### config.mk
export PLATFORM = sky130hd
export DESIGN_NAME = hv_perm_encoder
export DESIGN_NICKNAME = d
export VERILOG_FILES = /design/src/rtl/hv_perm_encoder_pkg.sv /design/src/rtl/hv_window_fetch.sv /design/src/rtl/hv_lane_count.sv /design/src/rtl/hv_perm_encoder.sv
export SDC_FILE = /design/constraint.sdc
export NUM_CORES = 1
export LEC_CHECK = 0
export BUFFER_PORTS_ARGS = -buffer_cell sky130_fd_sc_hd__buf_2
export CAP_MARGIN = 20
export CORE_MARGIN = 1
export CORE_UTILIZATION = 55
export CTS_BUF_LIST = sky130_fd_sc_hd__clkbuf_4 sky130_fd_sc_hd__clkbuf_8
export DETAILED_ROUTE_END_ITERATION = 10
export HOLD_SLACK_MARGIN = 0.1
export PLACE_DENSITY = 0.71
export SYNTH_ARGS = -nofsm -noshare
export SYNTH_HDL_FRONTEND = slang
export SYNTH_HIERARCHICAL = 1
export SYNTH_SLANG_ARGS = --single-unit
### constraint.sdc
create_clock -name clk -period 10.2 [get_ports clk]
set_clock_uncertainty 0.1 [all_clocks]
set_input_delay 1.53 -clock clk [delete_from_list [all_inputs] [get_ports clk]]
set_output_delay 1.53 -clock clk [all_outputs]
set_load 0.02 [all_outputs]
### src/rtl/hv_perm_encoder_pkg.sv
// Package: shared helpers for the permutation encoder.
// Holds the level pattern rule and the wrap-around index arithmetic.
package hv_perm_encoder_pkg;

    // Deterministic bit of level pattern lvl at position pos.
    function automatic logic level_bit(input int lvl, input int pos);
        return (((pos * (2 * lvl + 3)) + (pos / 16)) % 5) < 2;
    endfunction

    // Position (base + off - back) folded into 0..dim-1; assumes base < dim.
    function automatic int wrap_pos(input int base, input int off,
                                    input int back, input int dim);
        int v;
        v = base + off + dim - back;
        if (v >= dim) v = v - dim;
        if (v >= dim) v = v - dim;
        return v;
    endfunction

endpackage

### src/rtl/hv_window_fetch.sv
// Module: hv_window_fetch
// Holds one constant level pattern and reads a window of WIN consecutive
// bits from it, starting BACK positions below base, with wrap-around.
// Assumes base < DIM and WIN + BACK well below DIM.
module hv_window_fetch #(
    parameter int DIM   = 1000,
    parameter int WIN   = 6,
    parameter int BACK  = 3,
    parameter int LEVEL = 0,
    localparam int DIMW = $clog2(DIM)
) (
    input  logic [DIMW-1:0] base,
    output logic [WIN-1:0]  win
);
    import hv_perm_encoder_pkg::*;

    // Build the full level pattern once at elaboration.
    function automatic logic [DIM-1:0] build_pattern();
        logic [DIM-1:0] p;
        for (int i = 0; i < DIM; i++) p[i] = level_bit(LEVEL, i);
        return p;
    endfunction

    localparam logic [DIM-1:0] PATTERN = build_pattern();

    for (genvar o = 0; o < WIN; o++) begin : g_tap
        // Select the pattern bit for window offset o.
        always_comb begin
            int idx;
            idx = wrap_pos(int'(base), o, BACK, DIM);
            win[o] = PATTERN[DIMW'(idx)];
        end
    end
endmodule

### src/rtl/hv_lane_count.sv
// Module: hv_lane_count
// Counts the set bits on one diagonal of the per-feature windows.
// Feature k contributes window bit LANE - k + NFEAT - 1, which is
// pattern position (dimension - k).
module hv_lane_count #(
    parameter int NFEAT = 4,
    parameter int WIN   = 6,
    parameter int LANE  = 0,
    localparam int CW   = $clog2(NFEAT + 1)
) (
    input  logic [NFEAT*WIN-1:0] feat_win,
    output logic [CW-1:0]        count
);
    // Sum one tap from each feature window.
    always_comb begin
        count = '0;
        for (int k = 0; k < NFEAT; k++)
            count = count + CW'(feat_win[k*WIN + LANE - k + NFEAT - 1]);
    end
endmodule

### src/rtl/hv_perm_encoder.sv
// Module: hv_perm_encoder (top)
// Encodes NFEAT level indices into DIM per-dimension counts, streamed
// GROUP dimensions per beat. Feature k is rotated by k positions.
// Assumes GROUP + NFEAT - 1 < DIM and a synchronous active-low reset.
module hv_perm_encoder #(
    parameter int DIM    = 1000,
    parameter int GROUP  = 3,
    parameter int NFEAT  = 4,
    parameter int NLEVEL = 2,
    localparam int LW    = (NLEVEL > 1) ? $clog2(NLEVEL) : 1,
    localparam int CW    = $clog2(NFEAT + 1),
    localparam int DIMW  = $clog2(DIM)
) (
    input  logic                  clk,
    input  logic                  rst_n,
    input  logic                  in_valid,
    output logic                  in_ready,
    input  logic [NFEAT*LW-1:0]   in_levels,
    output logic                  out_valid,
    input  logic                  out_ready,
    output logic [GROUP*CW-1:0]   out_counts,
    output logic [GROUP-1:0]      out_mask,
    output logic [DIMW-1:0]       out_base,
    output logic                  out_last
);
    localparam int WIN       = GROUP + NFEAT - 1;
    localparam int NGROUP    = (DIM + GROUP - 1) / GROUP;
    localparam int LAST_BASE = (NGROUP - 1) * GROUP;

    logic                busy_q;
    logic [DIMW-1:0]     base_q;
    logic [NFEAT*LW-1:0] lvl_q;
    logic [WIN-1:0]      lvl_win [NLEVEL];
    logic [NFEAT*WIN-1:0] feat_win;
    logic                at_last;

    // One window per level pattern, all at the same base.
    for (genvar l = 0; l < NLEVEL; l++) begin : g_level
        hv_window_fetch #(.DIM(DIM), .WIN(WIN), .BACK(NFEAT - 1), .LEVEL(l))
            u_fetch (.base(base_q), .win(lvl_win[l]));
    end

    // Each feature steers the window of its own level.
    for (genvar k = 0; k < NFEAT; k++) begin : g_feat
        always_comb begin
            int sel;
            sel = int'(lvl_q[k*LW +: LW]);
            if (sel >= NLEVEL) sel = 0;
            feat_win[k*WIN +: WIN] = lvl_win[sel];
        end
    end

    // Per-lane counting and tail masking.
    for (genvar s = 0; s < GROUP; s++) begin : g_lane
        logic [CW-1:0] raw;
        logic          live;
        hv_lane_count #(.NFEAT(NFEAT), .WIN(WIN), .LANE(s))
            u_count (.feat_win(feat_win), .count(raw));
        assign live = busy_q && ((int'(base_q) + s) < DIM);
        assign out_mask[s] = live;
        assign out_counts[s*CW +: CW] = live ? raw : '0;
    end

    assign at_last   = (base_q == DIMW'(LAST_BASE));
    assign in_ready  = !busy_q;
    assign out_valid = busy_q;
    assign out_base  = base_q;
    assign out_last  = busy_q && at_last;

    // Accept a vector when idle and step through groups on each handshake.
    always_ff @(posedge clk) begin
        if (!rst_n) begin
            busy_q <= 1'b0;
            base_q <= '0;
            lvl_q  <= '0;
        end else if (!busy_q) begin
            if (in_valid) begin
                busy_q <= 1'b1;
                base_q <= '0;
                lvl_q  <= in_levels;
            end
        end else if (out_ready) begin
            if (at_last) begin
                busy_q <= 1'b0;
                base_q <= '0;
            end else begin
                base_q <= base_q + DIMW'(GROUP);
            end
        end
    end
endmodule

---- Yosys cells after proc, flatten, opt, wreduce, memory -nomap -nowiden ----
Memories as Yosys holds them, arrays and structs flattened.
Cells that the tools add are included.
word-level totals
  input port bits ......................... 8
  bits in registers ....................... 15
  ROM bits ................................ 12288
  memories kept ........................... 12
cells by class
  $add $sub $neg .......................... 39
  equality and inequality tests ........... 2
  bitwise logic cells ..................... 5
  muxes and demuxes ....................... 59
  magnitude comparators ................... 25
  reduce and logical (&&, ||, !) cells .... 8
memory list
  memory            depth  bits a word  read ports  clocked after Yosys merged registers in  write ports  line                   text
  (name not given)  1024   1            1           0                                        0            hv_window_fetch.sv:31  win[o] = PATTERN[DIMW'(idx)];
  (name not given)  1024   1            1           0                                        0            hv_window_fetch.sv:31
  (name not given)  1024   1            1           0                                        0            hv_window_fetch.sv:31
  (name not given)  1024   1            1           0                                        0            hv_window_fetch.sv:31
  (name not given)  1024   1            1           0                                        0            hv_window_fetch.sv:31
  (name not given)  1024   1            1           0                                        0            hv_window_fetch.sv:31
  6 more memories   -      -            -           -                                        -            -
operators by type and width
  operator                                                                                number
  32-bit by 11-bit greater-or-equal comparator with 1-bit output (second input constant)  12
  32-bit 2-to-1 mux                                                                       6
  32-bit by 11-bit subtractor with 32-bit output (second input constant)                  6
  32-bit by 3-bit subtractor with 32-bit output (second input constant)                   6
  32-bit by 11-bit adder with 32-bit output (second input constant)                       5
  32-bit by 2-bit greater-or-equal comparator with 1-bit output (second input constant)   4
  1-bit NOT with 32-bit output                                                            4
  10-bit 2-to-1 mux                                                                       10
  10-bit by 12-bit < comparator with 1-bit output (second input constant)                 6
  32-bit by 11-bit < comparator with 1-bit output (second input constant)                 2
  10-bit by 6-bit subtractor with 10-bit output (second input constant)                   6
  1-bit 2-to-1 mux                                                                        28
  10-bit by 2-bit adder with 11-bit output (second input constant)                        2
  10-bit by 3-bit adder with 11-bit output (second input constant)                        2
  3-bit by 1-bit adder with 3-bit output                                                  6
  3-bit 2-to-1 mux                                                                        6
  6-bit 2-to-1 mux                                                                        3
  5-bit 2-to-1 mux                                                                        3
  4-bit 2-to-1 mux                                                                        3
  10-bit by 1-bit adder with 11-bit output (second input constant)                        1
  10-bit by 10-bit adder with 11-bit output (second input constant)                       1
  10-bit by 2-bit adder with 10-bit output (second input constant)                        1
  10-bit == test (second input constant)                                                  1
  10-bit < comparator (second input constant)                                             1
  other kinds (7)                                                                         13

---- Longest topological paths before layout ----
  depth in word-level cells ............... 17
  mapped depth ............................ 36

---- Cells and area by module ----
Netlist, hierarchy kept.
modules (own cells, without submodules)
  module                                 area each (um^2)  times used  cells each
  hv_window_fetch at g_level[0].u_fetch  8011.4            1           1207
  hv_window_fetch at g_level[1].u_fetch  5245.0            1           790
  hv_perm_encoder                        1296.2            1           156
  hv_lane_count                          63.8              3           8

---- Worst setup path after synthesis ----
Ideal clock, no wire load.
  path kind ............................... flip-flop to output port
  from .................................... reg base_q[0], in the netlist out_base[0]
  to ...................................... out out_counts[4]
  arrival ................................. 7945 ps
  stages on the path, launching flop included .. 36
  slack ................................... 625 ps
  data required time ...................... 8570 ps
  path buffers ............................ 5
  cells stage by stage .................... dfxtp_1 > buf_2 > buf_2 > inv_1 > clkbuf_1 > buf_1 > ha_1 > nor2b_1 > clkbuf_1 > a32o_1 > nand2_1 > or3_1 > nor3_1 > ha_1 > nand2b_1 > nor2_1 > o211ai_1 > a31oi_1 > nor2_1 > a22oi_1 > o211a_4 > a21oi_2 > o21a_1 > o31ai_4 > nor2_1 > o31a_1 > a2111oi_2 > o21ai_1 > o2111ai_1 > mux2_2 > inv_1 > fa_1 > inv_1 > ha_1 > ha_1 > nor3b_1
RTL lines
  item                    line                   text
  start, declared         hv_perm_encoder.sv:31  logic [DIMW-1:0] base_q;
  start signal, assigned  hv_perm_encoder.sv:87  base_q <= base_q + DIMW'(GROUP);
  end, declared           hv_perm_encoder.sv:21  output logic [GROUP*CW-1:0] out_counts,

==> metrics.md <==
| Metric | Value |
|---|---|
| TNS Setup | 0 ns |
| Placed Area | 14900 µm² |
| Initial antenna violation count | 0 |
| Share of post-route cells with drive strength above 1 | 10.88% |
| Post-Place Cells | 2454 |
| Critical Path Sink | out_counts[4] |
| Worst-Margin Slew | 0.9853 ns |
| Reg2reg path depth | 6 |
| VDD IR-drop max | 0.07156 mV |
| CTS clk-pin slew, worst paths | 0.07 ns |
| Hold Fails Final Rpt | 0 |
| Synth Instances | 2165 |
| Period minus WS final | 9.554 ns |
| Layout Cells excl Fill | 2459 |
| Wire per inst | 17.87 µm |
| Worst setup startpoint | out_base[0] |
| RD Place Congestion | 0.9709 |
| Longest Clk Path Bufs | 2 |
| Status | completed |
| Vias in the first global route | 14.25k |
| Fillers | 2565 |
| Grt ovf | 0 |
| Syn nets | 2252 |
| GRT Util Overall | 31.01% |
| Worst-Skew Late Latency | 0.26 ns |
| CTS Hold Buffers Added | 0 |
| Hold Path Class | flop to flop |
| Maxcap violations | 0 |
| Via count | 16.41k |
| First-pass GRT wire length | 70.74 mm |
| Commonest non-fill, non-tap cell in the layout | nand2_1 |
| CTS root buf | clkbuf_8 |
| Worst path required time | 8.57 ns |
| Residual DRC | 0 |
| Commonest cells after routing, fill and taps aside | 227 x nand2_1, 207 x nor2_1, 142 x a21oi_1, 128 x xnor2_1, 115 x o21ai_0 |
| Post-Route Utilization | 57.41% |
| Kind of start point of the critical path | flop |
| Die X | 165.0 µm |
| Initial cell density of the core | 56.06% |
| Crit-path slowest cell | or4b_4 |
| First-pass DRT Iterations | 6 |
| CORE AREA | 26060 µm² |
| Die Span Y | 165.0 µm |
| Die area | 27220 µm² |
| Period utilization | 93.66% |
| Nets@finish | 2212 |
| CTS Sinks | 15 |
| Port Buf Inserts | 32 |
| # IOs | 33 |
| Unrepaired setup endpoints after global routing | false |
| Initial DRC Count | 1598 |
| Dpl ws | 0.8598 ns |
| Mean number of vias per cell | 6.673 |
| Most used cell, CP | ha_1 |
| Setup violators final | 0 |
| Core Rows | 59 |
| Avg Inst Size Synth | 6.748 µm² |
| Setup ws final | 0.6463 ns |
| Highest clock rate | 104.7 MHz |
| Final Max Tran Viols | 0 |
| R2r endpoint | out_base[2] |
| CP arrival | 7.92 ns |
| Final HPWL DP | 33.60 mm |
| PD cells | 68.57 nW/µm² |
| Crit path kind | flop to primary output |
| Total power | 1.026 mW |
| Critical path's largest stage delay | 0.55 ns |
| ANT cells | 0 |
| H-Tree Depth | 1 |
| Finished Cell Area | 14960 µm² |
| Final antenna-violating net count | 0 |
| CTS Buf Count | 3 |
| Critical path capture point type | primary output |
| Final WL | 43.95 mm |
| P&R area growth vs syn | 2.407% |
| Mapped cell area | 14610 µm² |
| CP Max Fanout | 49 |
| Leak | 6.070 nW |
| CTS tree | done |
| Warnings, synthesis | 6 |
| Tightest slew margin relative to the limit | 33.77% |
| Hold Slack | 0.4799 ns |
| Pin count of the biggest net entering global routing | 50 |
| Reg2reg setup slack | 7.43 ns |
| R2r startpoint | out_base[4] |
[worst min path at each step]
stage                          from         to  slack (ns)  cells after the start
after global routing      out_valid  out_valid        0.52                      1
after CTS                 out_valid  out_valid        0.48                      1
after detailed placement  out_valid  out_valid        0.47                      1
after floorplan           out_valid  out_valid        0.51                      1
after global placement    out_valid  out_valid        0.45                      1
final                     out_valid  out_valid        0.48                      1
[where the power goes]
group | internal (mW) | switching [mW] | leakage, nW
sequential | 0.0602 | 0.00404 | 0.126
clock | 0.0272 | 0.0258 | 0.0255
combinational | 0.358 | 0.550 | 5.92
total | 0.446 | 0.580 | 6.07
[layout make-up]
| type | count | area [µm²] | area share (%) |
|---|---|---|---|
| multi-input combinational | 1943 | 13410 | 89.61 |
| tap | 335 | 419.2 | 2.802 |
| timing repair buffer | 65 | 411.6 | 2.752 |
| inverter | 97 | 364.1 | 2.434 |
| sequential | 15 | 312.8 | 2.091 |
| clock buffer | 3 | 41.29 | 0.2760 |
| clock inverter | 1 | 5.005 | 0.03345 |
[registers in the layout, indices dropped and copies added (netlist names)]
signal	flops
out_valid	1
out_base	10
lvl_q	4
[layer usage]
layer	GRT usage, %	vias up	part of all wire [%]
li1	-	7993	-
met1	45.09	7682	48
met2	49.70	672	44
met3	2.913	62	7.0
met4	4.754	0	1.3
met5	0	-	0
[worst max-delay path: cells and delay by family (launching register included)]
kind | cells | cell delay (ns)
DFF | 1 | 0.34
buffers and inverters | 6 | 0.99
adders and majority gates | 5 | 1.45
xor gates and xnor gates | 1 | 0.47
and+or+nand+nor | 13 | 3.41
AOI/OAI and AO/OA | 4 | 0.78
muxes | 1 | 0.17
[repair_timing]
action	CTS	global route
buffers inserted	0	1
resized for setup	0	3
setup endpoints to repair	0	2
Note: power is estimated with default switching activity, not from simulation.
